--- src/rtl/bos_pkg.sv ---
package bos_pkg;
  typedef enum logic [1:0] {
    LEN_FIX8 = 2'b00,
    LEN_OTF  = 2'b01,
    LEN_FIX4 = 2'b10,
    LEN_RSVD = 2'b11
  } len_mode_e;

  typedef enum logic {
    ORD_SEQ   = 1'b0,
    ORD_INTLV = 1'b1
  } ord_e;

  // Decide whether a command runs as a half-length burst.
  function automatic logic resolve_chop(len_mode_e m, logic bl8_level);
    case (m)
      LEN_FIX4: resolve_chop = 1'b1;
      LEN_OTF:  resolve_chop = ~bl8_level;
      default:  resolve_chop = 1'b0;
    endcase
  endfunction

  // Only a write whose chop is fixed by the stored setting starts early.
  function automatic logic resolve_early(len_mode_e m, logic is_write);
    resolve_early = is_write && (m == LEN_FIX4);
  endfunction
endpackage

--- src/rtl/bos_mode_reg.sv ---
module bos_mode_reg
  import bos_pkg::*;
(
  input  logic      clk,
  input  logic      rst,
  input  logic      load,
  input  logic [1:0] len_in,
  input  logic      ord_in,
  output len_mode_e mode_len,
  output ord_e      mode_ord
);
  always_ff @(posedge clk) begin
    if (rst) begin
      mode_len <= LEN_FIX8;
      mode_ord <= ORD_SEQ;
    end else if (load) begin
      mode_len <= len_mode_e'(len_in);
      mode_ord <= ord_e'(ord_in);
    end
  end

  AST_MODE_HOLDS: assert property (@(posedge clk) disable iff (rst)
    !load |=> ($stable(mode_len) && $stable(mode_ord)));
endmodule

--- src/rtl/bos_cmd_ctrl.sv ---
module bos_cmd_ctrl
  import bos_pkg::*;
#(
  parameter int COL_W = 3
) (
  input  logic             clk,
  input  logic             rst,
  input  logic             cmd_valid,
  input  logic             cmd_write,
  input  logic [COL_W-1:0] cmd_col,
  input  logic             cmd_bl8,
  input  len_mode_e        mode_len,
  input  ord_e             mode_ord,
  output logic             cmd_ready,
  output logic             cmd_err,
  output logic             active,
  output logic [COL_W-1:0] beat_idx,
  output logic             ctx_write,
  output logic [COL_W-1:0] ctx_col,
  output logic             ctx_chop,
  output logic             ctx_early,
  output ord_e             ctx_ord
);
  localparam logic [COL_W-1:0] LAST_IDX = {COL_W{1'b1}};

  logic accept;
  logic on_last;

  assign on_last   = active && (beat_idx == LAST_IDX);
  assign cmd_ready = !active || on_last;
  assign accept    = cmd_valid && cmd_ready;

  always_ff @(posedge clk) begin
    if (rst) begin
      active    <= 1'b0;
      beat_idx  <= '0;
      cmd_err   <= 1'b0;
      ctx_write <= 1'b0;
      ctx_col   <= '0;
      ctx_chop  <= 1'b0;
      ctx_early <= 1'b0;
      ctx_ord   <= ORD_SEQ;
    end else begin
      cmd_err <= cmd_valid && !cmd_ready;
      if (accept) begin
        active    <= 1'b1;
        beat_idx  <= '0;
        ctx_write <= cmd_write;
        ctx_col   <= cmd_col;
        ctx_chop  <= resolve_chop(mode_len, cmd_bl8);
        ctx_early <= resolve_early(mode_len, cmd_write);
        ctx_ord   <= mode_ord;
      end else if (active) begin
        if (on_last) begin
          active   <= 1'b0;
          beat_idx <= '0;
        end else begin
          beat_idx <= beat_idx + 1'b1;
        end
      end
    end
  end

  AST_BUSY_CMD_DROPPED: assert property (@(posedge clk) disable iff (rst)
    (cmd_valid && !cmd_ready) |=> (active && beat_idx == COL_W'($past(beat_idx) + 1'b1)));

  AST_ACCEPT_STARTS_BEAT0: assert property (@(posedge clk) disable iff (rst)
    (cmd_valid && cmd_ready) |=> (active && beat_idx == '0));
endmodule

--- src/rtl/bos_order_gen.sv ---
module bos_order_gen
  import bos_pkg::*;
#(
  parameter int COL_W         = 3,
  parameter int WR_START_BEAT = 4
) (
  input  logic             clk,
  input  logic             rst,
  input  logic             active,
  input  logic [COL_W-1:0] beat_idx,
  input  logic             ctx_write,
  input  logic [COL_W-1:0] ctx_col,
  input  logic             ctx_chop,
  input  logic             ctx_early,
  input  ord_e             ctx_ord,
  output logic [COL_W-1:0] col,
  output logic             data,
  output logic             drive,
  output logic             last,
  output logic             wr_start
);
  localparam int               TOP      = COL_W - 1;
  localparam logic [COL_W-1:0] LAST_IDX = {COL_W{1'b1}};
  localparam logic [COL_W-1:0] WS_NORM  = COL_W'(WR_START_BEAT);
  localparam logic [COL_W-1:0] WS_EARLY = COL_W'(WR_START_BEAT - 2);

  logic [COL_W-1:0] seq_col;
  logic [COL_W-1:0] intlv_col;
  logic [COL_W-1:0] rd_col;
  logic [COL_W-1:0] wr_col;
  logic             in_head;

  // Sequential: the top bit toggles by half, the low bits wrap inside the group.
  assign seq_col[TOP]     = ctx_col[TOP] ^ beat_idx[TOP];
  assign seq_col[TOP-1:0] = ctx_col[TOP-1:0] + beat_idx[TOP-1:0];
  assign intlv_col        = ctx_col ^ beat_idx;
  assign rd_col           = (ctx_ord == ORD_INTLV) ? intlv_col : seq_col;
  assign wr_col           = ctx_chop ? {ctx_col[TOP], beat_idx[TOP-1:0]} : beat_idx;
  assign in_head          = !beat_idx[TOP];

  always_comb begin
    data     = active && (!ctx_chop || in_head);
    drive    = data && !ctx_write;
    col      = data ? (ctx_write ? wr_col : rd_col) : '0;
    last     = active && (beat_idx == LAST_IDX);
    wr_start = active && ctx_write &&
               (beat_idx == (ctx_early ? WS_EARLY : WS_NORM));
  end

  AST_INTLV_XORS_BACK: assert property (@(posedge clk) disable iff (rst)
    (data && !ctx_write && ctx_ord == ORD_INTLV) |-> ((col ^ beat_idx) == ctx_col));

  AST_SEQ_LOW_STEPS: assert property (@(posedge clk) disable iff (rst)
    (data && !ctx_write && ctx_ord == ORD_SEQ && beat_idx != '0)
      |-> (col[TOP-1:0] == (COL_W-1)'($past(col[TOP-1:0]) + 1'b1)));
endmodule

--- src/rtl/burst_order_seq.sv ---
module burst_order_seq
  import bos_pkg::*;
#(
  parameter int COL_W         = 3,
  parameter int WR_START_BEAT = 4
) (
  input  logic             clk,
  input  logic             rst,
  input  logic             mode_load,
  input  logic [1:0]       mode_len,
  input  logic             mode_interleave,
  input  logic             cmd_valid,
  output logic             cmd_ready,
  input  logic             cmd_write,
  input  logic [COL_W-1:0] cmd_col,
  input  logic             cmd_bl8,
  output logic             cmd_err,
  output logic             beat_valid,
  output logic [COL_W-1:0] beat_col,
  output logic             beat_data,
  output logic             beat_drive,
  output logic             beat_last,
  output logic             wr_start
);
  len_mode_e        st_len;
  ord_e             st_ord;
  logic             active;
  logic [COL_W-1:0] beat_idx;
  logic             ctx_write;
  logic [COL_W-1:0] ctx_col;
  logic             ctx_chop;
  logic             ctx_early;
  ord_e             ctx_ord;

  bos_mode_reg u_mode (
    .clk      (clk),
    .rst      (rst),
    .load     (mode_load),
    .len_in   (mode_len),
    .ord_in   (mode_interleave),
    .mode_len (st_len),
    .mode_ord (st_ord)
  );

  bos_cmd_ctrl #(.COL_W(COL_W)) u_ctrl (
    .clk       (clk),
    .rst       (rst),
    .cmd_valid (cmd_valid),
    .cmd_write (cmd_write),
    .cmd_col   (cmd_col),
    .cmd_bl8   (cmd_bl8),
    .mode_len  (st_len),
    .mode_ord  (st_ord),
    .cmd_ready (cmd_ready),
    .cmd_err   (cmd_err),
    .active    (active),
    .beat_idx  (beat_idx),
    .ctx_write (ctx_write),
    .ctx_col   (ctx_col),
    .ctx_chop  (ctx_chop),
    .ctx_early (ctx_early),
    .ctx_ord   (ctx_ord)
  );

  bos_order_gen #(.COL_W(COL_W), .WR_START_BEAT(WR_START_BEAT)) u_order (
    .clk       (clk),
    .rst       (rst),
    .active    (active),
    .beat_idx  (beat_idx),
    .ctx_write (ctx_write),
    .ctx_col   (ctx_col),
    .ctx_chop  (ctx_chop),
    .ctx_early (ctx_early),
    .ctx_ord   (ctx_ord),
    .col       (beat_col),
    .data      (beat_data),
    .drive     (beat_drive),
    .last      (beat_last),
    .wr_start  (wr_start)
  );

  assign beat_valid = active;

  AST_DRIVE_IN_BURST: assert property (@(posedge clk) disable iff (rst)
    beat_drive |-> (beat_valid && beat_data));

  AST_TAIL_QUIET: assert property (@(posedge clk) disable iff (rst)
    (beat_valid && !beat_data) |-> (!beat_drive && beat_col == '0));

  AST_LAST_OPENS_READY: assert property (@(posedge clk) disable iff (rst)
    beat_last |-> cmd_ready);

  AST_VALID_ENDS_ON_LAST: assert property (@(posedge clk) disable iff (rst)
    $fell(beat_valid) |-> $past(beat_last));

  AST_WRSTART_ON_WRITE: assert property (@(posedge clk) disable iff (rst)
    wr_start |-> (beat_valid && !beat_drive));
endmodule

--- config.mk ---
export PLATFORM = sky130hd
export DESIGN_NAME = burst_order_seq
export DESIGN_NICKNAME = d
export VERILOG_FILES = /design/src/rtl/bos_pkg.sv /design/src/rtl/bos_mode_reg.sv /design/src/rtl/bos_cmd_ctrl.sv /design/src/rtl/bos_order_gen.sv /design/src/rtl/burst_order_seq.sv
export SDC_FILE = /design/constraint.sdc
export NUM_CORES = 1
export LEC_CHECK = 0
export BUFFER_PORTS_ARGS = -buffer_cell sky130_fd_sc_hd__clkbuf_2
export CAP_MARGIN = 20
export CORE_UTILIZATION = 45
export CTS_CLUSTER_SIZE = 20
export DETAILED_ROUTE_END_ITERATION = 8
export PLACE_DENSITY = 0.73
export SLEW_MARGIN = 20
export SYNTH_ARGS = -nofsm -noshare
export SYNTH_HDL_FRONTEND = slang
export SYNTH_SLANG_ARGS = --single-unit
--- constraint.sdc ---
create_clock -name clk -period 1.2 [get_ports clk]
set_input_delay 0.06 -clock clk [delete_from_list [all_inputs] [get_ports clk]]
set_output_delay 0.06 -clock clk [all_outputs]
set_load 0.02 [all_outputs]
After elaboration in Yosys (flattened, before gate mapping) --
Cells that the tools add are included. W data, S select, Z words.
Word-level totals: input bits 12, output and inout port bits 10, register bits 15, logic and storage cells 45
Cells by class: add/sub/neg operators 2, reductions and logical operators 16, mux-type cells 10, equality and inequality tests 4, bitwise logic cells 3
Operators by type and width (count):
- $mux W3 | 6
- $logic_and A1 B1 Y1 | 8
- $logic_not A1 Y1 | 5
- $add A3 B1 Y3 const B | 1
- $eq A3 B3 Y1 | 1
- $eq A3 B3 Y1 const B | 1
- $mux W1 | 3
- $xor A3 B3 Y3 | 1
- $add A2 B2 Y2 | 1
- $eq A2 B1 Y1 const B | 1
- $eq A2 B2 Y1 const B | 1
- $logic_or A1 B1 Y1 | 2
- $pmux W1 S2 | 1
- $reduce_or A2 Y1 | 1
- $not A1 Y1 | 1
- $xor A1 B1 Y1 | 1

Depth between registers and ports, before layout --
Gate-level depths: netlist (run 1).
word-level depth 5, depth in mapped cells 7

Cells and area by module --
A second synthesis (run 1) with hierarchy kept.
Unflattened totals: cell total of the unflattened synthesis 96, area, all modules 817.0 sq um
Modules (own cells, without submodules):
- bos_cmd_ctrl | sequential area each 240.2 sq um, area each 550.5 sq um, instances 1, cells each 61
- bos_order_gen | sequential area each 0.0 sq um, area each 165.2 sq um, instances 1, cells each 26
- bos_mode_reg | sequential area each 60.1 sq um, area each 101.3 sq um, instances 1, cells each 9

Worst setup path before layout (run 1) --
OpenSTA, ideal clock, no wires.
kind reg2out, start point register u_ctrl.beat_idx[0], end point output beat_col[1], data required time 1.140 ns, path buffers 0, path slack -0.198 ns, cell stages (with the launch flop) 5, arrival 1.338 ns, cells stage by stage dfxtp_1 > ha_1 > nor2b_1 > mux2i_1 > mux2i_1
Between the ends: cells in the longest elaborated chain, start to end 4
RTL lines:
- from (decl) | RTL line bos_cmd_ctrl.sv:17 | output logic [COL_W-1:0] beat_idx,
- from (signal assigned) | RTL line bos_cmd_ctrl.sv:58 | beat_idx <= beat_idx + 1'b1;
- $add A2 B2 Y2 | RTL line bos_order_gen.sv:35 | assign seq_col[TOP-1:0] = ctx_col[TOP-1:0] + beat_idx[TOP-1:0];
- $mux W3 | RTL line bos_order_gen.sv:37 | assign rd_col = (ctx_ord == ORD_INTLV) ? intlv_col : seq_col;
- $mux W3 (2 in series) | RTL line bos_order_gen.sv:44 | col = data ? (ctx_write ? wr_col : rd_col) : '0;
- to (decl) | RTL line burst_order_seq.sv:19 | output logic [COL_W-1:0] beat_col,
No other way between the ends.

Final worst setup path (run 1) --
Ends and elaborated chain as after synthesis.

==> results of run 1 <==
==> worst reg2reg max path, stage by stage, from the launching register on <==
cell	delay, ps
dfxtp_4	370
buf_12	120
ha_4	150
ha_4	170
nor2b_4	130
buf_12	120
clkinv_8	60
buf_8	130
nand4_1	90
a21oi_2	70
==> flip-flops by register name (all words and copies together) (netlist names) <==
register / flops
u_ctrl.ctx_chop: 1
u_ctrl.ctx_early: 1
u_ctrl.cmd_err: 1
u_mode.mode_len: 2
u_ctrl.ctx_col: 3
u_ctrl.ctx_write: 1
u_ctrl.active: 1
u_ctrl.ctx_ord: 1
u_mode.mode_ord: 1
u_ctrl.beat_idx: 3
==> per-stage QoR <==
step	cells	hold WS [ps]	total power (W)
floorplan	94	129	0.000674
global placement	142	294	0.000737
detailed placement	142	302	0.000742
CTS	154	10.8	0.00109
global route	158	5.89	0.00120
finish	158	5.82	0.00117
==> synth_stat cells (3+ instances only) <==
master,n,area share [%]
nor2_1,11,5.1
nor2b_1,3,2.3
dfxtp_1,15,37
ha_1,5,7.8
a21oi_1,9,5.6
o21ai_0,4,2.5
mux2i_1,7,8.7
nand2_1,7,3.3
nand3_1,5,3.1
inv_1,8,3.7
o21ai_1,3,1.9
==> cells by family after synthesis <==
family                     count (synthesis)  share of synthesized area (%)
and+or+nand+nor                           32                           19.5
AOI/OAI and AO/OA                         22                           16.7
DFF                                       15                           37.4
buffers and inverters                     13                           9.97
muxes                                      7                           8.72
adders and majority gates                  5                           7.79
==> power breakdown <==
group | internal [W] | total [W] | switching (W)
clock | 0.000124 | 0.000302 | 0.000178
sequential | 0.000519 | 0.000544 | 0.0000255
combinational | 0.000161 | 0.000319 | 0.000158
==> repair_timing <==
item                                    in CTS  in global routing
pin swaps                                   22                 12
gates cloned                                 1                  0
buffers inserted                             7                  3
endpoints found under the hold margin        0                  1
hold buffers                                 0                  1
gates resized for setup                     42                 33
endpoints found under the setup margin      17                 20
==> path summary, 6_finish.rpt <==
path | startpoint | to | slack (ps) | depth (start not counted)
max reg2reg | u_ctrl.beat_idx[0] | u_ctrl.ctx_early | -340 | 9
max | u_ctrl.beat_idx[0] | beat_col[1] | -400 | 5
min | mode_len[0] | u_mode.mode_len[0] | 6 | 3
min reg2reg | u_mode.mode_ord | u_ctrl.ctx_ord | 490 | 2
==> layer usage <==
metal	global-route usage, %	wire length [µm]	vias up
met1	26.5	941	388
met5	0	0	-
li1	-	-	405
met4	14.5	83	0
met3	2.45	98	10
met2	44.4	1360	36
==> layout make-up <==
class	count	area (µm²)
fill	75	204
clock buffer	3	22.5
tap	24	30.0
clock inverter	1	5.00
multi-input combinational	66	588
inverter	9	46.3
sequential	15	317
timing repair buffer	40	382
==> impl_metrics.yaml, run 1 <==
sta:
  skew_ps: 4.26
  fin_tns_setup_ps: -4730
  fin_ws_ps: -401
  min_period_ps: 1600
  slew_viol_final: 0
  fin_crit_sh_pct: 133
  worstMarginPinSlew_ps: 439
  setup_viol: 18
  finalHoldViolCount: 0
  rsz0062_at_grt: "yes"
  timing.fmax_ghz: 0.625
  slew_headroom_pct: 70.7
drt:
  drtAntennaViolNets: 0
  via_per_inst: 5.31
  vias: 839
  drt-initial-drc-count: 16
  route.detailed.drc: 1
  postRouteWirelength_um: 2480
  first_pass_iters: 6
  routedWlPerCell_um: 15.7
layout:
  syn2layout_area_growth_pct: 73.1
  num_antenna_cells: 0
  final_cell_mix: "clkbuf_2, nor2_1, buf_4"
  post-route-util_pct: 87.2
  fin_nets: 152
  postLayoutCellArea_um2: 1390
  final_common_cell: "clkbuf_2"
  drive_above_1_share_pct: 61.2
placement:
  dp.final_hpwl_um: 1230
  placed_cell_area_um2: 992
  io_buffers: 21
  pre_cts_slack_ps: -136
  gp_congestion: 0.840
die:
  num_rows: 14
  io-pin-count: 22
  fp.dieH_um: 44.3
  die-area_um2: 1960
  core_um2: 1590
  start_util_pct: 50.4
  dieWidth_um: 44.3
grt:
  grt_max_degree: 16
  grt_antenna_before_repair: 0
  grt.total_usage_pct: 24.2
  grt_overflow: 0
  grt_pass1_vias: 805
  grt_pass1_wl_um: 3440
power:
  p_leak_nw: 0.581
  powerDensity_nw_per_um2: 838
  ir_drop_mv: 0.711
setup_path:
  start_kind: "flop"
  cpMostUsedCell: "mux2i_2"
  crit_chain: "ha_4 > nor2b_4 > mux2i_2 > mux2i_2 > buf_4"
  crit_fanout: 2
  cp_slowest_stage_delay_ps: 380
  critPathKind: "flop to primary output"
  worst_setup_path_end_kind: "primary output"
  worst_ep_arrival_time_ps: 1540
  cpMaxStageDelayCell: "dfxtp_4"
  cp_top_family: "multiplexers"
  critPathBufInv: 1
  cp.required_ps: 1140
logic_synthesis:
  syn-cell-area_um2: 803
  synth_area_per_cell_um2: 8.55
  ys_warn_count: 0
  async_flop_share_pct: 0
  synth_nets: 111
  ys_seq_elements: 15
  synth_edf_count: 0
  ys_types: 25
  seq_area_frac_synth_pct: 37.4
  ys_dominant_reg_cell: "dfxtp_1"
  synthCells: 94
run_status:
  failed_checks: "design-rule violations, negative setup slack"
  outcome: "finished, violations left"
clock_network:
  cts_tree: "built"
  path_clk_slew_ps: 100
  clockBufferDepth: 2
  htree_levels: 1
  cts_buffers: 3
  clock-sinks: 15
  cts_root_buffer: "clkbuf_4"
  clk-insertion-delay-late_ps: 290
job:
  maxCapViolations: 0
min_path:
  hold_class: "input port to flop"
Note: power is estimated with default switching activity, not from simulation.
==> inputs of run 2 (changes only) <==
==> constraint.sdc (replaced) <==
create_clock -name clk -period 1.2 [get_ports clk]
set_input_delay 0.18 -clock clk [delete_from_list [all_inputs] [get_ports clk]]
set_output_delay 0.18 -clock clk [all_outputs]
set_load 0.02 [all_outputs]
==> run 2 against run 1 <==
Net effect: maximum frequency shrank 6.9%; combinational power down 11%; clock power about the same; utilization down 7.3 points; sequential power about the same; the flow finishes with violations (negative setup slack); setup slack lost 120 ps.
==> impl_metrics.yaml, run 2 (synthesis gave the netlist of run 1 again) <==
sta:
  rsz0062_at_grt: "yes"
  slew_headroom_pct: 77.2
  skew_ps: 21.5
  min_period_ps: 1720
  setup_viol: 20
  fin_ws_ps: -519
  fin_crit_sh_pct: 143
  fin_tns_setup_ps: -5380
  whs_ps: 106
  timing.fmax_ghz: 0.582
  worstMarginPinSlew_ps: 341
  slew_viol_final: 0
  finalHoldViolCount: 0
setup_path:
  cpMostUsedCell: "ha_4"
  start_kind: "flop"
  crit_chain: "buf_4 > ha_4 > ha_4 > nor2b_4 > clkinv_8 > buf_8"
  cpMaxStageDelayCell: "dfxtp_4"
  cp_slowest_stage_delay_ps: 360
  worst_ep_arrival_time_ps: 1540
  cp.required_ps: 1020
  worst_setup_path_end_kind: "primary output"
  rr_worst_depth: 8
  cp_top_family: "flip-flops"
  critPathKind: "flop to primary output"
  crit_fanout: 3
  critPathBufInv: 3
  cp_num_cells: 6
power:
  p_leak_nw: 0.549
  p_seq_share_pct: 48.0
  p_clk_share_pct: 26.9
  powerDensity_nw_per_um2: 885
  power_frac_comb_pct: 25.1
  switching_power_w: 0.000343
  ir_drop_mv: 0.735
  total_power_w: 0.00113
  swShare_pct: 30.4
  internal_power_w: 0.000784
placement:
  pre_cts_slack_ps: -253
  io_buffers: 21
  gp_congestion: 0.776
  dp.final_hpwl_um: 1300
layout:
  num_antenna_cells: 0
  syn2layout_area_growth_pct: 58.6
  drive_above_1_share_pct: 53.4
  final_cell_mix: "clkbuf_2, buf_4, nor2_1"
  fillCellCount: 110
  top_regs: "u_ctrl.beat_idx x3, u_ctrl.ctx_col x3, u_mode.mode_len x2"
  final_common_cell: "clkbuf_2"
  fin_nets: 149
clock_network:
  htree_levels: 1
  cts_buffers: 3
  ctsHoldBuffers: 0
  clockBufferDepth: 2
  path_clk_slew_ps: 110
  clock-sinks: 15
  clk-insertion-delay-late_ps: 300
  cts_tree: "built"
  cts_root_buffer: "clkbuf_4"
run_status:
  outcome: "finished, violations left"
  failed_checks: "negative setup slack"
drt:
  vias: 820
  routedWlPerCell_um: 13.6
  first_pass_iters: 6
  drtAntennaViolNets: 0
  postRouteWirelength_um: 2110
  drt-initial-drc-count: 14
  via_per_inst: 5.29
  route.detailed.drc: 0
grt:
  grt_overflow: 0
  grt.total_usage_pct: 23.4
  grt_antenna_before_repair: 0
  grt_pass1_vias: 766
  grt_pass1_wl_um: 3370
  grt_max_degree: 16
die:
  die-area_um2: 1960
  num_rows: 14
  fp.dieH_um: 44.3
  core_um2: 1590
  io-pin-count: 22
  start_util_pct: 50.4
  dieWidth_um: 44.3
job:
  maxCapViolations: 0
min_path:
  min_delay_path_depth: 3
  hold_class: "input port to flop"
## run 2: cell types whose count changed in the layout (fill, tap and decap cells not counted), sizes merged
cell	before	now
buf	25	22
clkbuf	17	18
dlygate4sd3	1	0
## run 2: timing repair
item | in CTS | in global routing
pin swaps | 7 | 9
endpoints found under the setup margin | 19 | 21
buffers inserted | 5 | 3
resized for setup | 36 | 27
gates cloned | 0 | 1
## run 2: metrics by stage
stage          area (µm²)  instances  util [%]
6_report             1270        155      79.9
5_1_grt              1270        155      79.9
4_1_cts              1170        153      73.5
3_5_place_dp          995        144      62.4
3_3_place_gp          995        144      62.4
2_1_floorplan         826         94         -
## run 2: worst min-delay path: stages
cell and delay, ps:
clkbuf_2 80, nand3_1 60, a21oi_1 60
## run 2: area by class of cell
type / count / area, µm² / share of cell area (%)
Inverter: 9 / 46.3 / 3.63
Sequential cell: 15 / 319 / 25.0
Clock buffer: 3 / 22.5 / 1.77
Multi-Input combinational cell: 66 / 533 / 41.8
Clock inverter: 1 / 5.00 / 0.393
Timing Repair Buffer: 37 / 318 / 25.0
Tap cell: 24 / 30.0 / 2.36
## run 2: layer usage
metal / track usage (%) / vias to the layer above / routed length, µm
li1: - / 400 / -
met4: 10.3 / 0 / 37
met1: 31.1 / 395 / 944
met5: 0 / - / 0
met3: 2.45 / 5 / 54
met2: 38.2 / 20 / 1080
## run 2: worst paths after layout
check / start / to / slack (ps)
max: u_ctrl.beat_idx[0] / cmd_ready / -520
max reg2reg: u_ctrl.beat_idx[0] / u_ctrl.ctx_col[0] / -350
min: cmd_col[2] / u_ctrl.ctx_col[2] / 110
min reg2reg: u_ctrl.ctx_col[0] / u_ctrl.ctx_col[0] / 510
## run 2: power groups by stage
stage | sequential, W | combinational [W] | clock [W]
floorplan | 0.000552 | 0.000122 | 0
global placement | 0.000551 | 0.000188 | 0
detailed placement | 0.000552 | 0.000193 | 0
CTS | 0.000540 | 0.000241 | 0.000292
global route | 0.000545 | 0.000304 | 0.000329
finish | 0.000541 | 0.000283 | 0.000304
==> inputs of run 3 (changes only) <==
--- a/config.mk
+++ b/config.mk
@@ -7,10 +7,10 @@
 export LEC_CHECK = 0
 export BUFFER_PORTS_ARGS = -buffer_cell sky130_fd_sc_hd__clkbuf_2
 export CAP_MARGIN = 20
-export CORE_UTILIZATION = 45
+export CORE_UTILIZATION = 50
 export CTS_CLUSTER_SIZE = 20
 export DETAILED_ROUTE_END_ITERATION = 8
-export PLACE_DENSITY = 0.73
+export PLACE_DENSITY = 0.77
 export SLEW_MARGIN = 20
 export SYNTH_ARGS = -nofsm -noshare
 export SYNTH_HDL_FRONTEND = slang
==> constraint.sdc (replaced) <==
create_clock -name clk -period 1.7 [get_ports clk]
set_input_delay 0.255 -clock clk [delete_from_list [all_inputs] [get_ports clk]]
set_output_delay 0.255 -clock clk [all_outputs]
set_load 0.02 [all_outputs]
==> run 3 against run 2 <==
Net effect: the run still ends with negative setup slack left; sequential cell count unchanged; first-iteration DRC count shrank 57%; global-route usage is 4.1 points lower; non-clock buffer count is 6 lower; utilization is 11 points lower; die area decreased by 9.6%; cell count fell by 9.0%; wire length fell by 21%; via count down 9.3%; largest power group unchanged.
==> impl_metrics.yaml, run 3 (synthesis gave the netlist of run 1 again) <==
run_status:
  outcome: "finished, violations left"
  failed_checks: "negative setup slack"
power:
  p_leak_nw: 0.484
  ir_drop_mv: 0.481
  powerDensity_nw_per_um2: 702
setup_path:
  reg2reg_to: "u_ctrl.ctx_early"
  cp_slowest_stage_delay_ps: 370
  start_kind: "flop"
  worst_setup_path_end_kind: "primary output"
  cpMostUsedCell: "mux2i_1"
  worst_ep_arrival_time_ps: 1500
  crit_chain: "ha_4 > nor2b_4 > mux2i_1 > mux2i_1 > buf_4"
  r2r-start: "u_ctrl.beat_idx[1]"
  crit_fanout: 3
  rr_worst_depth: 8
  critPathKind: "flop to primary output"
  cp.required_ps: 1440
  ff2ff_setup_slack_ps: 40
  cpMaxStageDelayCell: "dfxtp_4"
layout:
  fin_cells: 141
  top_regs: "u_ctrl.beat_idx x3, u_ctrl.ctx_col x3, u_mode.mode_len x2"
  syn2layout_area_growth_pct: 29.8
  post-route-util_pct: 69.2
  num_antenna_cells: 0
  final_cell_mix: "clkbuf_2, buf_4, nor2_1, dfxtp_1, a21oi_1"
  fillCellCount: 129
  drive_above_1_share_pct: 35.2
  postLayoutCellArea_um2: 1040
  fin_nets: 143
  final_common_cell: "clkbuf_2"
sta:
  min_period_ps: 1750
  skew_ps: 2.61
  setup_viol: 2
  rsz0062_at_grt: "yes"
  fin_crit_sh_pct: 103
  finalHoldViolCount: 0
  fin_ws_ps: -53.9
  slew_headroom_pct: 80.6
  whs_ps: 200
  worstMarginPinSlew_ps: 291
  timing.fmax_ghz: 0.570
  slew_viol_final: 0
die:
  die-area_um2: 1770
  dieWidth_um: 42.1
  core_um2: 1510
  fp.dieH_um: 42.1
  num_rows: 14
  start_util_pct: 53.3
  io-pin-count: 22
clock_network:
  path_clk_slew_ps: 90
  clockBufferDepth: 2
  clock-sinks: 15
  htree_levels: 1
  cts_tree: "built"
  clk-insertion-delay-late_ps: 280
  cts_buffers: 3
  cts_root_buffer: "clkbuf_4"
placement:
  placed_cells: 129
  io_buffers: 21
  placed_cell_area_um2: 910
  dp.final_hpwl_um: 1180
  gp_congestion: 0.788
drt:
  via_per_inst: 5.28
  routedWlPerCell_um: 11.9
  first_pass_iters: 4
  vias: 744
  drtAntennaViolNets: 0
  drt-initial-drc-count: 6
  postRouteWirelength_um: 1680
  route.detailed.drc: 0
grt:
  grt_pass1_vias: 644
  grt.total_usage_pct: 19.3
  grt_antenna_before_repair: 0
  grt_max_degree: 16
  grt_overflow: 0
  grt_pass1_wl_um: 2640
min_path:
  min_delay_path_depth: 3
  hold_class: "input port to flop"
  hold_start: "cmd_col[2]"
  hold_path_end: "u_ctrl.ctx_col[2]"
job:
  maxCapViolations: 0
[run 3: critical path, delay by kind of cell (launching register included)]
| family | cells | cell delay, ps |
|---|---|---|
| multiplexers | 2 | 440 |
| flip-flops | 1 | 370 |
| buffers and inverters | 1 | 160 |
| AND/OR/NAND/NOR | 1 | 120 |
| adder cells (fa/ha/maj) | 1 | 110 |
[run 3: how the worst max path moves through the flow]
stage	start	to	depth (start not counted)	slack, ps
2_1_floorplan	u_ctrl.beat_idx[0]	beat_col[1]	4	110
3_3_place_gp	u_ctrl.beat_idx[0]	beat_col[1]	5	140
3_5_place_dp	u_ctrl.beat_idx[0]	beat_col[1]	5	90
4_1_cts	u_ctrl.ctx_col[0]	beat_col[1]	5	-80
5_1_grt	u_ctrl.beat_idx[0]	beat_col[1]	5	-110
6_report	u_ctrl.beat_idx[0]	beat_col[1]	5	-50
[run 3: report_power, final]
group / internal [W] / leakage (nW) / total, W / switching, W
Clock: 0.0000873 / 0.0177 / 0.000206 / 0.000119
Combinational: 0.0000673 / 0.342 / 0.000142 / 0.0000747
Sequential: 0.000368 / 0.125 / 0.000384 / 0.0000161
[run 3: timing repair]
item	in CTS	in global routing
buffers inserted	2	6
hold buffers	0	0
resized for setup	9	6
pin swaps	1	0
setup endpoints to repair	3	4
[run 3: layout make-up]
cell class,instances,area (µm²),share of cell area [%]
Multi-Input combinational cell,66,455,43.7
Clock inverter,1,5.00,0.480
Clock buffer,3,22.5,2.16
Timing Repair Buffer,31,185,17.8
Inverter,9,46.3,4.44
Tap cell,16,20.0,1.92
Sequential cell,15,308,29.5
[run 3: metrics by stage]
step	setup WS (ps)	power [W]	setup TNS (ps)
global route	-110	0.000765	-234
detailed placement	91.7	0.000510	0
global placement	144	0.000506	0
CTS	-84.3	0.000719	-149
finish	-53.9	0.000732	-91.9
floorplan	107	0.000473	0
[run 3: routing by layer]
layer / GRT usage [%] / part of all wire (%) / up-vias
li1: - / - / 385
met1: 25.7 / 47 / 342
met2: 30.6 / 48 / 15
met3: 2.59 / 3.8 / 2
met4: 9.38 / 0.60 / 0
met5: 0 / 0 / -
